--- config.mk ---
export PLATFORM = sky130hd
export DESIGN_NAME = gp_timer
export DESIGN_NICKNAME = d
export VERILOG_FILES = /design/src/rtl/gp_timer_pkg.sv /design/src/rtl/gp_timer_regs.sv /design/src/rtl/gp_timer_div.sv /design/src/rtl/gp_timer_tick.sv /design/src/rtl/gp_timer_count.sv /design/src/rtl/gp_timer.sv
export SDC_FILE = /design/constraint.sdc
export NUM_CORES = 1
export LEC_CHECK = 0
export BUFFER_PORTS_ARGS = -buffer_cell sky130_fd_sc_hd__buf_2
export CORE_ASPECT_RATIO = 0.6
export CORE_MARGIN = 2
export CORE_UTILIZATION = 25
export DETAILED_ROUTE_END_ITERATION = 10
export MAX_ROUTING_LAYER = met4
export PLACE_DENSITY_LB_ADDON = 0.08
export SETUP_SLACK_MARGIN = 0.02
export SYNTH_ARGS = -nofsm -noshare
export SYNTH_HDL_FRONTEND = slang
export SYNTH_HIERARCHICAL = 1
export SYNTH_SLANG_ARGS = --single-unit
--- constraint.sdc ---
create_clock -name clk_i -period 3.6 [get_ports clk_i]
set_input_delay 0.9 -clock clk_i [delete_from_list [all_inputs] [get_ports clk_i]]
set_output_delay 0.9 -clock clk_i [all_outputs]
set_load 0.02 [all_outputs]
--- src/rtl/gp_timer_pkg.sv ---
`timescale 1ns/1ps
package gp_timer_pkg;
  localparam int unsigned ADDR_W = 6;
  localparam logic [ADDR_W-1:0] A_CTRL = 6'h00;
  localparam logic [ADDR_W-1:0] A_PRE  = 6'h04;
  localparam logic [ADDR_W-1:0] A_STAT = 6'h08;
  localparam logic [ADDR_W-1:0] A_IEN  = 6'h0C;
  localparam logic [ADDR_W-1:0] A_CNT  = 6'h24;

  localparam int unsigned B_EN = 0, B_ENMOD = 1, B_DBGEN = 2, B_WAITEN = 3;
  localparam int unsigned B_DOZEEN = 4, B_STOPEN = 5, B_SEL = 6;
  localparam int unsigned B_FRR = 9, B_FASTEN = 10, B_SWR = 15;

  typedef enum logic [2:0] {
    SRC_NONE = 3'd0, SRC_PER = 3'd1, SRC_PER_HI = 3'd2,
    SRC_EXT = 3'd3, SRC_SLOW = 3'd4, SRC_FAST = 3'd5
  } src_e;

  typedef struct packed {
    logic swr;
    logic fast_en;
    logic frr;
    src_e sel;
    logic stop_en;
    logic doze_en;
    logic wait_en;
    logic dbg_en;
    logic enmod;
    logic en;
  } ctrl_t;
endpackage

--- src/rtl/gp_timer_regs.sv ---
`timescale 1ns/1ps
module gp_timer_regs
  import gp_timer_pkg::*;
#(
  parameter int unsigned PRE_W      = 12,
  parameter int unsigned FPRE_W     = 4,
  parameter int unsigned SWR_CYCLES = 3
) (
  input  logic              clk_i,
  input  logic              rst_ni,
  input  logic              we_i,
  input  logic [ADDR_W-1:0] addr_i,
  input  logic [31:0]       wdata_i,
  input  logic              rov_i,
  output ctrl_t             ctrl_o,
  output logic [PRE_W-1:0]  pre_o,
  output logic [FPRE_W-1:0] fpre_o,
  output logic              ien_o,
  output logic              stat_o,
  output logic              restart_o,
  output logic              swr_done_o
);
  localparam int unsigned SC_W = (SWR_CYCLES > 1) ? $clog2(SWR_CYCLES) : 1;
  localparam logic [SC_W-1:0] SC_LAST = SC_W'(SWR_CYCLES - 1);

  ctrl_t            ctrl_q, wr_ctrl, kept;
  logic [SC_W-1:0]  sc_q;
  logic             wr;

  assign wr = we_i && !ctrl_q.swr;  // bus writes dropped while reset runs

  always_comb begin
    wr_ctrl         = '0;
    wr_ctrl.swr     = wdata_i[B_SWR];
    wr_ctrl.fast_en = wdata_i[B_FASTEN];
    wr_ctrl.frr     = wdata_i[B_FRR];
    wr_ctrl.sel     = src_e'(wdata_i[B_SEL +: 3]);
    wr_ctrl.stop_en = wdata_i[B_STOPEN];
    wr_ctrl.doze_en = wdata_i[B_DOZEEN];
    wr_ctrl.wait_en = wdata_i[B_WAITEN];
    wr_ctrl.dbg_en  = wdata_i[B_DBGEN];
    wr_ctrl.enmod   = wdata_i[B_ENMOD];
    wr_ctrl.en      = wdata_i[B_EN];
    kept            = '0;
    kept.stop_en    = ctrl_q.stop_en;
    kept.doze_en    = ctrl_q.doze_en;
    kept.wait_en    = ctrl_q.wait_en;
    kept.dbg_en     = ctrl_q.dbg_en;
    kept.enmod      = ctrl_q.enmod;
    kept.en         = ctrl_q.en;
  end

  assign swr_done_o = ctrl_q.swr && (sc_q == SC_LAST);
  assign restart_o  = wr && (addr_i == A_CTRL) && wdata_i[B_EN] &&
                      wdata_i[B_ENMOD] && !ctrl_q.en;

  always_ff @(posedge clk_i or negedge rst_ni) begin
    if (!rst_ni) begin
      ctrl_q <= '0;
      pre_o  <= '0;
      fpre_o <= '0;
      ien_o  <= 1'b0;
      stat_o <= 1'b0;
      sc_q   <= '0;
    end else if (swr_done_o) begin
      ctrl_q <= kept;
      pre_o  <= '0;
      fpre_o <= '0;
      ien_o  <= 1'b0;
      stat_o <= 1'b0;
      sc_q   <= '0;
    end else begin
      sc_q <= ctrl_q.swr ? sc_q + 1'b1 : '0;
      if (wr && addr_i == A_CTRL) ctrl_q <= wr_ctrl;
      if (wr && addr_i == A_PRE) begin
        pre_o  <= wdata_i[PRE_W-1:0];
        fpre_o <= wdata_i[PRE_W +: FPRE_W];
      end
      if (wr && addr_i == A_IEN) ien_o <= wdata_i[0];
      if (rov_i) stat_o <= 1'b1;
      else if (wr && addr_i == A_STAT && wdata_i[0]) stat_o <= 1'b0;
    end
  end

  assign ctrl_o = ctrl_q;

  logic unused_wdata;
  assign unused_wdata = ^{wdata_i[31:PRE_W+FPRE_W], wdata_i[14:11]};
endmodule

--- src/rtl/gp_timer_div.sv ---
`timescale 1ns/1ps
module gp_timer_div #(
  parameter int unsigned W = 12
) (
  input  logic         clk_i,
  input  logic         rst_ni,
  input  logic         clr_i,
  input  logic         tick_i,
  input  logic [W-1:0] limit_i,
  output logic         pulse_o
);
  logic [W-1:0] cnt_q;

  assign pulse_o = tick_i && (cnt_q == limit_i);

  always_ff @(posedge clk_i or negedge rst_ni) begin
    if (!rst_ni)     cnt_q <= '0;
    else if (clr_i)  cnt_q <= '0;
    else if (tick_i) cnt_q <= pulse_o ? '0 : cnt_q + 1'b1;
  end
endmodule

--- src/rtl/gp_timer_tick.sv ---
`timescale 1ns/1ps
module gp_timer_tick
  import gp_timer_pkg::*;
#(
  parameter int unsigned PRE_W  = 12,
  parameter int unsigned FPRE_W = 4
) (
  input  logic              clk_i,
  input  logic              rst_ni,
  input  logic [4:0]        src_i,
  input  ctrl_t             ctrl_i,
  input  logic [PRE_W-1:0]  pre_i,
  input  logic [FPRE_W-1:0] fpre_i,
  input  logic              stop_i,
  input  logic              doze_i,
  input  logic              wait_i,
  input  logic              dbg_i,
  input  logic              clr_i,
  output logic              adv_o
);
  logic run, raw, fast_in, fast_pulse, main_in;

  assign run = ctrl_i.en && !ctrl_i.swr &&
               !(stop_i && !ctrl_i.stop_en) && !(doze_i && !ctrl_i.doze_en) &&
               !(wait_i && !ctrl_i.wait_en) && !(dbg_i && !ctrl_i.dbg_en);

  always_comb begin
    case (ctrl_i.sel)
      SRC_PER:    raw = src_i[0];
      SRC_PER_HI: raw = src_i[1];
      SRC_EXT:    raw = src_i[2];
      SRC_SLOW:   raw = src_i[3];
      default:    raw = 1'b0;
    endcase
  end

  assign fast_in = run && ctrl_i.fast_en && src_i[4] && (ctrl_i.sel == SRC_FAST);

  gp_timer_div #(.W(FPRE_W)) u_fdiv (
    .clk_i, .rst_ni, .clr_i, .tick_i(fast_in), .limit_i(fpre_i), .pulse_o(fast_pulse)
  );

  assign main_in = (ctrl_i.sel == SRC_FAST) ? fast_pulse : (run && raw);

  gp_timer_div #(.W(PRE_W)) u_pdiv (
    .clk_i, .rst_ni, .clr_i, .tick_i(main_in), .limit_i(pre_i), .pulse_o(adv_o)
  );

  logic unused_ctrl;
  assign unused_ctrl = ^{ctrl_i.frr, ctrl_i.enmod};
endmodule

--- src/rtl/gp_timer_count.sv ---
`timescale 1ns/1ps
module gp_timer_count #(
  parameter int unsigned CNT_W = 32
) (
  input  logic             clk_i,
  input  logic             rst_ni,
  input  logic             clr_i,
  input  logic             adv_i,
  output logic [CNT_W-1:0] cnt_o,
  output logic             rov_o
);
  assign rov_o = adv_i && (&cnt_o);

  always_ff @(posedge clk_i or negedge rst_ni) begin
    if (!rst_ni)    cnt_o <= '0;
    else if (clr_i) cnt_o <= '0;
    else if (adv_i) cnt_o <= cnt_o + 1'b1;
  end
endmodule

--- src/rtl/gp_timer.sv ---
`timescale 1ns/1ps
module gp_timer
  import gp_timer_pkg::*;
#(
  parameter int unsigned CNT_W      = 32,
  parameter int unsigned PRE_W      = 12,
  parameter int unsigned FPRE_W     = 4,
  parameter int unsigned SWR_CYCLES = 3
) (
  input  logic        clk_i,
  input  logic        rst_ni,
  input  logic        we_i,
  input  logic [5:0]  addr_i,
  input  logic [31:0] wdata_i,
  output logic [31:0] rdata_o,
  input  logic        per_tick_i,
  input  logic        per_hi_tick_i,
  input  logic        ext_tick_i,
  input  logic        slow_tick_i,
  input  logic        fast_tick_i,
  input  logic        stop_i,
  input  logic        doze_i,
  input  logic        wait_i,
  input  logic        dbg_i,
  output logic        irq_o
);
  ctrl_t             ctrl;
  logic [PRE_W-1:0]  pre;
  logic [FPRE_W-1:0] fpre;
  logic              ien, stat, restart, swr_done, swr_busy, clr, adv, rov;
  logic [CNT_W-1:0]  cnt;

  gp_timer_regs #(.PRE_W(PRE_W), .FPRE_W(FPRE_W), .SWR_CYCLES(SWR_CYCLES)) u_regs (
    .clk_i, .rst_ni, .we_i, .addr_i, .wdata_i, .rov_i(rov),
    .ctrl_o(ctrl), .pre_o(pre), .fpre_o(fpre), .ien_o(ien), .stat_o(stat),
    .restart_o(restart), .swr_done_o(swr_done)
  );

  assign swr_busy = ctrl.swr;
  assign clr      = restart || swr_done;

  gp_timer_tick #(.PRE_W(PRE_W), .FPRE_W(FPRE_W)) u_tick (
    .clk_i, .rst_ni,
    .src_i({fast_tick_i, slow_tick_i, ext_tick_i, per_hi_tick_i, per_tick_i}),
    .ctrl_i(ctrl), .pre_i(pre), .fpre_i(fpre),
    .stop_i, .doze_i, .wait_i, .dbg_i, .clr_i(clr), .adv_o(adv)
  );

  gp_timer_count #(.CNT_W(CNT_W)) u_count (
    .clk_i, .rst_ni, .clr_i(clr), .adv_i(adv), .cnt_o(cnt), .rov_o(rov)
  );

  always_comb begin
    rdata_o = '0;
    case (addr_i)
      A_CTRL: begin
        rdata_o[B_SWR]       = ctrl.swr;
        rdata_o[B_FASTEN]    = ctrl.fast_en;
        rdata_o[B_FRR]       = ctrl.frr;
        rdata_o[B_SEL +: 3]  = ctrl.sel;
        rdata_o[B_STOPEN]    = ctrl.stop_en;
        rdata_o[B_DOZEEN]    = ctrl.doze_en;
        rdata_o[B_WAITEN]    = ctrl.wait_en;
        rdata_o[B_DBGEN]     = ctrl.dbg_en;
        rdata_o[B_ENMOD]     = ctrl.enmod;
        rdata_o[B_EN]        = ctrl.en;
      end
      A_PRE: begin
        rdata_o[PRE_W-1:0]     = pre;
        rdata_o[PRE_W +: FPRE_W] = fpre;
      end
      A_STAT:  rdata_o[0] = stat;
      A_IEN:   rdata_o[0] = ien;
      A_CNT:   rdata_o[CNT_W-1:0] = cnt;
      default: rdata_o = '0;
    endcase
  end

  assign irq_o = stat && ien;
endmodule

==> flow_metrics.env, run 1 <==
export IMPL_async_flop_share_pct=100.0
export IMPL_grt_max_degree=37
export IMPL_worst_ep_arrival_time_ns=3.79
export IMPL_avgRoutedWirePerCell_um=17.91
export IMPL_final_common_cell="dfrtp_1"
export IMPL_n_fill_cell=2119
export IMPL_synth_top_area_share_pct=40.00
export IMPL_wl_met1_um=8948
export IMPL_die_w_um=186.7
export IMPL_fmax_mhz=283.9
export IMPL_wl_um=16030
export IMPL_fin_cells=895
export IMPL_wl_met3_um=558
export IMPL_insertion_delay_ns=0.34
export IMPL_wl_met2_um=6414
export IMPL_cts_buffer_depth=2
export IMPL_fin_crit_sh_pct=97.83
export IMPL_place_inst=875
export IMPL_slew_violations=0
export IMPL_synth_area_leaders="dfrtp_1 (40%), mux2i_1 (4.8%), nand2_1 (4.6%), xnor2_1 (4.4%), nand3_1 (3.5%)"
export IMPL_hold_violations=0
export IMPL_endpoint_kind="register"
export IMPL_grt_pass1_wl_um=25470
export IMPL_avgViaCountPerCell=4.813
export IMPL_cts_sinks=80
export IMPL_yosysWarnings=6
export IMPL_gr_total_overflow=0
export IMPL_drt_iter0_markers=217
export IMPL_synth_edf_count=0
export IMPL_core_area_um2=19820
export IMPL_highest_layer="met4"
export IMPL_rsz0062_at_grt="yes"
export IMPL_crit_required_ns=3.86
export IMPL_io_pins=83
export IMPL_path_cells="buf_8, nand2b_4, nand3b_1, nor3_2, and2_1, nand2_2, o41ai_4, buf_4, nand2_4, nor4_4, buf_4, o2111ai_4, or3_4, or4_1, a21oi_1"
export IMPL_netlist_instances=535
export IMPL_clk_pin_slew_worst_paths_ns=0.06
export IMPL_dp_worst_setup_slack_ns=-0.3590
export IMPL_synthToLayoutAreaGrowth_pct=24.22
export IMPL_cts_tree="yes"
export IMPL_maxSlewHeadroom_pct=65.73
export IMPL_path_max_fanout=4
export IMPL_yosysSeqAreaShare_pct=40.00
export IMPL_seq_area_um2=2002
export IMPL_dp_hpwl_um=11900
export IMPL_cpMostUsedCell="buf_4"
export IMPL_final_area_um2=6217
export IMPL_multiInputGateArea_um2=2897
export IMPL_drv_cap=0
export IMPL_hp_class="register to register"
export IMPL_remaining_drc_errors=0
export IMPL_rows=40
export IMPL_outcome="finished, final reports clean"
export IMPL_grt_pass1_vias=4260
export IMPL_slowest_stage="or4_1"
export IMPL_grt_usage_pct=16.05
export IMPL_portBuffers=66
export IMPL_synthFlopType="dfrtp_1"
export IMPL_firstDrtPassIters=4
export IMPL_die_area_um2=21200
export IMPL_final_layout_size_suffix_gt1_share_pct=29.74
export IMPL_detail_route_antenna_nets=0
export IMPL_antennaDiodeCount=0
export IMPL_critical_path_class="input port to register"
export IMPL_fin_ws_ns=0.07802
export IMPL_layout_nets=671
export IMPL_most_common_layout_cells="dfrtp_1 (80), buf_2 (64), nand2_1 (59)"
export IMPL_tightest_slew_ns=0.5140
export IMPL_antenna_found_initial=0
export IMPL_start_util_pct=25.25
export IMPL_max_stage_delay_ns=0.47
export IMPL_netlist_area_um2=5005
export IMPL_placed_area_um2=5759
export IMPL_synth_top_area_cell="dfrtp_1"
export IMPL_postCtsHoldBufs=0
export IMPL_critical_path_top_delay_family="simple AND/OR/NAND/NOR gates"
export IMPL_synth_cell_types=59
export IMPL_power_density_nw_per_um2=370.4
export IMPL_die_h_um=113.6
export IMPL_synth_area_per_cell_um2=9.355
export IMPL_finalClockSkew_ns=0.007802
export IMPL_root_buffer="clkbuf_16"
export IMPL_cts_buffers=9
export IMPL_leakage_nw=2.759
export IMPL_syn_num_nets=589
export IMPL_vias=4308
export IMPL_p_total_mw=2.303
export IMPL_cp_num_buf_inv=3
export IMPL_ir_drop_uv=219.8
export IMPL_ys_seq_elements=80
export IMPL_cts_max_level=3
export IMPL_gp_congestion=0.7643
export IMPL_postLayoutCoreUtil_pct=31.37
export IMPL_post_route_min_period_ns=3.522
export IMPL_setup_viol=0
export IMPL_worst_setup_path_start_kind="input port"
==> repair_timing <==
item,4_1_cts,5_1_grt
gates cloned,0,0
gates resized for setup,0,20
setup buffers,1,3
setup endpoints to repair,5,17
pin swaps,0,10
==> where the power goes <==
| part | internal (mW) | total, mW | leakage [nW] | switching (mW) |
|---|---|---|---|---|
| registers | 0.946 | 0.993 | 1.10 | 0.0471 |
| logic | 0.124 | 0.287 | 1.51 | 0.162 |
| clock network | 0.626 | 1.02 | 0.152 | 0.397 |
| total | 1.70 | 2.30 | 2.76 | 0.606 |
==> sequential cells by signal, indices dropped and copies added, names as in the netlist <==
signal / flops
u_regs/pre_o: 12
u_regs/ien_o: 1
u_regs/fpre_o: 4
u_regs/sc_q: 2
u_regs/stat_o: 1
u_count/cnt_o: 32
u_regs/ctrl_o: 12
u_tick/u_pdiv/cnt_q: 12
u_tick/u_fdiv/cnt_q: 4
==> cell usage after synthesis (2+ instances only) <==
cell type / number
nand3b_1: 4
xor2_1: 11
inv_1: 10
nor4b_4: 2
nor3_1: 15
buf_6: 5
nor4_2: 3
a211oi_1: 2
o211ai_1: 2
mux2_4: 4
buf_4: 4
or4_4: 2
mux2_2: 6
or2_2: 11
nor3_2: 4
nor2_1: 29
mux2i_1: 24
nor2b_1: 5
o21a_1: 2
o21ai_0: 27
nor4_1: 8
o32ai_1: 3
nand2b_1: 6
nand3_1: 35
ha_1: 4
or3_1: 10
a21oi_1: 19
xnor2_1: 25
o2111ai_1: 2
and3_1: 21
nand2_1: 61
clkbuf_1: 15
nor4_4: 2
a21oi_2: 9
or4_1: 12
dfrtp_1: 80
o31ai_1: 10
and2_1: 6
nand4_1: 10
buf_2: 6
==> cell type report <==
type                    count  area share [%]
multi-input cells         414           46.59
flip-flops and latches     80           32.20
clock inverters             5           1.288
clock buffers              11           3.904
repair buffers            102           9.922
inverters                  10          0.6037
well taps                 273           5.494
==> metrics by stage <==
stage / setup TNS [ns] / hold slack [ns]
2_1_floorplan: -0.1779 / 0.4032
3_3_place_gp: -3.328 / 0.4152
3_5_place_dp: -4.414 / 0.4327
4_1_cts: 0 / 0.4407
5_1_grt: -0.3955 / 0.4614
6_report: 0 / 0.4319
==> layer usage <==
metal,vias to the layer above,GRT usage (%)
met2,65,21.36
li1,2093,-
met1,2141,24.81
met4,0,3.069
met5,-,-
met3,9,2.954
==> path summary, 6_finish.rpt <==
check | start | endpoint | slack (ns) | cells past startpoint
min reg2reg | u_regs/sc_q[0] | u_regs/sc_q[0] | 0.43 | 1
max reg2reg | u_tick/u_fdiv/cnt_q[2] | u_count/cnt_o[26] | 0.23 | 13
min in group asynchronous | rst_ni | u_regs/ien_o | 0.53 | 1
max | doze_i | u_count/cnt_o[26] | 0.08 | 15
max in group asynchronous | rst_ni | u_regs/pre_o[7] | 2.30 | 2
min | u_regs/sc_q[0] | u_regs/sc_q[0] | 0.43 | 1
==> cell families (layout without fill, tap and decap cells) <==
| kind of cell | count (synthesis) | after routing | synth area share [%] |
|---|---|---|---|
| flip-flops | 80 | 80 | 40.00 |
| buffers and inverters | 41 | 128 | 4.300 |
| XOR/XNOR | 36 | 36 | 6.300 |
| AND/OR/NAND/NOR | 254 | 254 | 29.35 |
| AO/OA/AOI/OAI | 85 | 85 | 11.25 |
| adder cells (fa/ha/maj) | 4 | 4 | 1.000 |
| multiplexers | 35 | 35 | 7.800 |
Power figures use the tool's default switching activity.
==> inputs of run 2 (changes only) <==
- PLACE_DENSITY_LB_ADDON: 0.08 -> default
==> run 2 against run 1 <==
Compared with the run above:
- sequential power is 0.6% higher
- critical path type unchanged
- combinational power decreased by 6%
- maximum frequency increased by 2.4%
- clock-buffer cell count fell by 1
- via count increased by 1.6%
- non-clock buffer count is 7 lower
- die area did not move
- sequential share of layout area up 1.0 points
==> flow_metrics.env, run 2 (synthesis results as in run 1) <==
export IMPL_outcome="finished, final reports clean"
export IMPL_cp_num_buf_inv=3
export IMPL_worst_setup_path_start_kind="input port"
export IMPL_crit_path_start="doze_i"
export IMPL_cpMostUsedCell="buf_4"
export IMPL_path_max_fanout=5
export IMPL_cts_max_level=3
export IMPL_layout_nets=664
export IMPL_drt_iter0_markers=311
export IMPL_p_int_mw=1.545
export IMPL_cts_sinks=80
export IMPL_root_buffer="clkbuf_16"
export IMPL_setup_viol=0
export IMPL_fin_ws_ns=0.1593
export IMPL_hold_ws_ns=0.4298
export IMPL_final_layout_size_suffix_gt1_share_pct=27.15
export IMPL_most_common_layout_cells="dfrtp_1 (80), buf_2 (65), nand2_1 (61)"
export IMPL_endpoint_kind="register"
export IMPL_io_pins=83
export IMPL_clkPwrFrac_pct=40.2
export IMPL_die_area_um2=21200
export IMPL_switching_share_pct=27.28
export IMPL_grt_pass1_wl_um=23280
export IMPL_cts_buffer_depth=2
export IMPL_largest_register="u_count/cnt_o"
export IMPL_vias=4376
export IMPL_path_cells="buf_2, nand2b_4, nand3b_1, buf_4, o41ai_2, buf_4, nand2_1, nor4_4, o211ai_1, or4_4, or4_1, a21oi_1"
export IMPL_wl_um=14600
export IMPL_critical_path_top_delay_family="simple AND/OR/NAND/NOR gates"
export IMPL_rsz0062_at_grt="no"
export IMPL_antenna_found_initial=0
export IMPL_drv_cap=0
export IMPL_cts_tree="yes"
export IMPL_power_sequential_fraction_pct=47.0
export IMPL_final_common_cell="dfrtp_1"
export IMPL_grt_max_degree=61
export IMPL_final_area_um2=6027
export IMPL_cts_buffers=9
export IMPL_dp_hpwl_um=10980
export IMPL_multiInputGateArea_um2=2821
export IMPL_avgViaCountPerCell=4.928
export IMPL_p_total_mw=2.124
export IMPL_start_util_pct=25.25
export IMPL_grt_pass1_vias=4129
export IMPL_tightest_slew_ns=0.8136
export IMPL_rows=40
export IMPL_slowest_stage="or4_4"
export IMPL_dp_worst_setup_slack_ns=-0.1765
export IMPL_maxSlewHeadroom_pct=45.76
export IMPL_largest_register_ffs=32
export IMPL_placed_area_um2=5737
export IMPL_hp_class="register to register"
export IMPL_portBuffers=66
export IMPL_ir_drop_uv=205.7
export IMPL_power_switching_uw=579.5
export IMPL_fin_crit_sh_pct=95.57
export IMPL_hp_start="u_regs/sc_q[0]"
export IMPL_core_area_um2=19820
export IMPL_worst_ep_arrival_time_ns=3.70
export IMPL_gr_total_overflow=0
export IMPL_finalSetupTns_ns=0
export IMPL_die_w_um=186.7
export IMPL_leakage_nw=2.655
export IMPL_combPwrFrac_pct=12.7
export IMPL_antennaDiodeCount=0
export IMPL_seq_area_um2=2002
export IMPL_slew_violations=0
export IMPL_synthToLayoutAreaGrowth_pct=20.42
export IMPL_avgRoutedWirePerCell_um=16.44
export IMPL_insertion_delay_ns=0.34
export IMPL_crit_required_ns=3.86
export IMPL_r2r_start="u_tick/u_fdiv/cnt_q[2]"
export IMPL_post_route_min_period_ns=3.441
export IMPL_gp_congestion=0.8197
export IMPL_finalClockSkew_ns=0.008011
export IMPL_n_fill_cell=2139
export IMPL_detail_route_antenna_nets=0
export IMPL_max_stage_delay_ns=0.61
export IMPL_die_h_um=113.6
export IMPL_grt_usage_pct=14.52
export IMPL_power_density_nw_per_um2=352.4
export IMPL_hold_violations=0
export IMPL_firstDrtPassIters=5
export IMPL_critical_path_class="input port to register"
export IMPL_clk_pin_slew_worst_paths_ns=0.06
export IMPL_remaining_drc_errors=0
export IMPL_fmax_mhz=290.6
export IMPL_postCtsHoldBufs=0
[run 2: cell types whose count changed in the layout (fill, tap and decap cells not counted), sizes merged]
cell / change
buf: -7
bufinv: -2
clkbuf: -1
clkinv: +3
[run 2: repair_timing]
action                     in CTS  in global routing
setup endpoints to repair       0                  8
buffers inserted                0                  0
gates resized for setup         0                  2
[run 2: power groups by stage]
stage	sequential, mW	clock [mW]	combinational (mW)
final	0.999	0.855	0.270
after global routing	1.01	0.915	0.302
after global placement	1.01	0	0.263
after detailed placement	1.01	0	0.267
after floorplan	0.999	0	0.159
after CTS	0.997	0.877	0.268
[run 2: final timing paths]
kind	to	slack (ns)	cells past startpoint
max in group asynchronous	u_count/cnt_o[21]	2.26	2
worst max register to register	u_count/cnt_o[25]	0.27	12
worst min-delay path	u_regs/sc_q[0]	0.43	1
worst max-delay path	u_count/cnt_o[25]	0.16	12
worst min register to register	u_regs/sc_q[0]	0.43	1
min in group asynchronous	u_regs/ctrl_o[6]	0.64	1
[run 2: routing by layer]
metal | vias up | track usage, % | wire length (µm)
li1 | 2080 | - | -
met1 | 2132 | 21.73 | 7772
met2 | 151 | 18.29 | 5514
met3 | 13 | 4.738 | 1118
met4 | 0 | 3.439 | 193
met5 | - | - | 0
[run 2: layout make-up]
cell class                 count  area share [%]
timing repair buffer          95           9.134
multi-input combinational    414           46.81
clock inverter                 6          0.5813
sequential                    80           33.22
tap                          273           5.667
clock buffer                  10           3.965
inverter                      10          0.6228
[run 2: stage by stage]
| stage | utilization (%) | cells |
|---|---|---|
| CTS | 30.33 | 888 |
| finish | 30.41 | 888 |
| floorplan | - | 535 |
| global placement | 28.95 | 872 |
| detailed placement | 28.95 | 872 |
| global route | 30.41 | 888 |
==> inputs of run 3 (changes only) <==
- CORE_ASPECT_RATIO: 0.6 -> default
- GPL_ROUTABILITY_DRIVEN: default -> 0
- SLEW_MARGIN: default -> 20
==> run 3 against run 2 <==
Compared with the run above:
- setup slack better by 0.13 ns
- clock skew is 0.0031 ns higher
- largest power group unchanged
- sequential power about the same
==> flow_metrics.env, run 3 (synthesis results as in run 1) <==
export IMPL_outcome="finished, final reports clean"
export IMPL_power_sequential_fraction_pct=44.4
export IMPL_core_area_um2=19530
export IMPL_wl_um=13570
export IMPL_combPwrFrac_pct=11.3
export IMPL_finalSetupTns_ns=0
export IMPL_synthToLayoutAreaGrowth_pct=19.80
export IMPL_final_layout_size_suffix_gt1_share_pct=26.03
export IMPL_highest_layer="met4"
export IMPL_fin_cells=872
export IMPL_max_stage_delay_ns=0.35
export IMPL_drt_iter0_markers=308
export IMPL_cts_sinks=80
export IMPL_maxSlewHeadroom_pct=49.08
export IMPL_fin_crit_sh_pct=92.03
export IMPL_firstDrtPassIters=5
export IMPL_worst_setup_path_start_kind="input port"
export IMPL_die_w_um=145.5
export IMPL_r2r_start="u_tick/u_fdiv/cnt_q[2]"
export IMPL_clkPwrFrac_pct=44.3
export IMPL_switching_share_pct=25.94
export IMPL_io_pins=83
export IMPL_critical_path_class="input port to register"
export IMPL_power_switching_uw=583.5
export IMPL_path_depth=15
export IMPL_finalClockSkew_ns=0.01109
export IMPL_endpoint_kind="register"
export IMPL_leakage_nw=2.632
export IMPL_crit_required_ns=3.86
export IMPL_final_common_cell="dfrtp_1"
export IMPL_grt_usage_pct=13.65
export IMPL_remaining_drc_errors=0
export IMPL_ff2ff_path_depth=14
export IMPL_postCtsHoldBufs=0
export IMPL_drv_cap=0
export IMPL_largest_register="u_count/cnt_o"
export IMPL_most_common_layout_cells="dfrtp_1 (80), buf_2 (65), nand2_1 (61)"
export IMPL_r2r_end="u_regs/stat_o"
export IMPL_power_density_nw_per_um2=375.1
export IMPL_hold_violations=0
export IMPL_ctsResizeCount=0
export IMPL_wl_met1_um=6637
export IMPL_postLayoutCoreUtil_pct=30.71
export IMPL_layout_nets=657
export IMPL_cp_num_buf_inv=2
export IMPL_hp_class="register to register"
export IMPL_crit_path_end="u_regs/stat_o"
export IMPL_start_util_pct=25.63
export IMPL_setup_viol=0
export IMPL_die_area_um2=21170
export IMPL_path_cells="buf_2, nand2b_4, nand3b_1, nor3_1, and2_1, nand2_1, o41ai_2, nand2_1, nor4_4, buf_4, nand4_1, nor4_1, and3_1, o21ai_0, a31oi_1"
export IMPL_insertion_delay_ns=0.35
export IMPL_ir_drop_uv=244.8
export IMPL_antenna_found_initial=0
export IMPL_root_buffer="clkbuf_16"
export IMPL_vias=4253
export IMPL_wl_met3_um=613
export IMPL_cts_buffer_depth=2
export IMPL_cpMostUsedCell="nand2_1"
export IMPL_p_int_mw=1.666
export IMPL_place_inst=857
export IMPL_cts_max_level=3
export IMPL_cts_tree="yes"
export IMPL_postCtsSetupRepairBufs=0
export IMPL_dp_hpwl_um=9883
export IMPL_largest_register_ffs=32
export IMPL_slew_violations=0
export IMPL_worst_ep_arrival_time_ns=3.58
export IMPL_wl_met2_um=6155
export IMPL_fmax_mhz=301.8
export IMPL_portBuffers=66
export IMPL_tightest_slew_ns=0.7637
export IMPL_grt_pass1_wl_um=22530
export IMPL_rsz0062_at_grt="no"
export IMPL_path_max_fanout=17
export IMPL_grt_max_degree=81
export IMPL_critical_path_top_delay_family="simple AND/OR/NAND/NOR gates"
export IMPL_antennaDiodeCount=0
export IMPL_avgViaCountPerCell=4.877
export IMPL_clk_pin_slew_worst_paths_ns=0.06
export IMPL_crit_path_start="doze_i"
export IMPL_avgRoutedWirePerCell_um=15.56
export IMPL_slowest_stage="nor4_4"
export IMPL_detail_route_antenna_nets=0
export IMPL_rows=51
export IMPL_grt_pass1_vias=4087
export IMPL_post_route_min_period_ns=3.313
export IMPL_cts_buffers=9
export IMPL_die_h_um=145.5
export IMPL_r2r_slack_ns=0.31
export IMPL_gr_total_overflow=0
[run 3: changes by cell type in the layout (fill, tap and decap cells not counted), sizes merged]
cell / delta
buf: -7
bufinv: +2
clkbuf: -1
clkinv: -3
inv: +1
[run 3: worst min path at each step]
stage                               from        endpoint  slack (ns)  cells past startpoint
after floorplan           u_regs/sc_q[0]  u_regs/sc_q[0]        0.40                      1
after global placement    u_regs/sc_q[0]  u_regs/sc_q[0]        0.42                      1
after detailed placement  u_regs/sc_q[0]  u_regs/sc_q[0]        0.43                      1
after CTS                 u_regs/sc_q[0]  u_regs/sc_q[0]        0.44                      1
after global routing      u_regs/sc_q[0]  u_regs/sc_q[0]        0.45                      1
final                     u_regs/sc_q[0]  u_regs/sc_q[0]        0.44                      1
[run 3: metrics by stage]
stage / area (µm²) / setup WS (ns) / power (mW) / hold WS (ns)
floorplan: 5036 / -0.07431 / 1.159 / 0.4032
CTS: 5992 / 0.3756 / 2.271 / 0.4412
global route: 5996 / 0.07271 / 2.347 / 0.4513
global placement: 5674 / 0.03677 / 1.265 / 0.4173
detailed placement: 5674 / 0.01595 / 1.270 / 0.4324
finish: 5996 / 0.2870 / 2.249 / 0.4357
[run 3: worst register-to-register path, stage by stage (launching register included)]
cell and delay [ns]:
dfrtp_1 0.42, xor2_1 0.19, nor4_2 0.29, buf_4 0.18, and2_1 0.13, nand2_1 0.06, o41ai_2 0.08, nand2_1 0.15
nor4_4 0.35, buf_4 0.32, nand4_1 0.21, nor4_1 0.24, and3_1 0.31, o21ai_0 0.12, a31oi_1 0.15
[run 3: per-layer routing]
layer	track usage, %	vias up
met5	-	-
met3	2.821	10
met4	3.284	0
met2	20.21	110
met1	19.12	2072
li1	-	2061
[run 3: final cells by class]
cell class              instances  area, µm²
flip-flops and latches         80       2002
fillers                      2076      13530
inverters                      10      37.54
repair buffers                 88      501.7
well taps                     265      331.6
clock inverters                 6      92.59
multi-input cells             414       2805
clock buffers                   9      225.2
[run 3: power by group through the flow]
stage          Clock (mW)  Sequential (mW)  Combinational, mW
2_1_floorplan           0            0.999              0.159
5_1_grt              1.06             1.01              0.286
3_5_place_dp            0             1.02              0.255
4_1_cts              1.02            0.998              0.257
3_3_place_gp            0             1.01              0.252
6_report            0.997            0.998              0.254
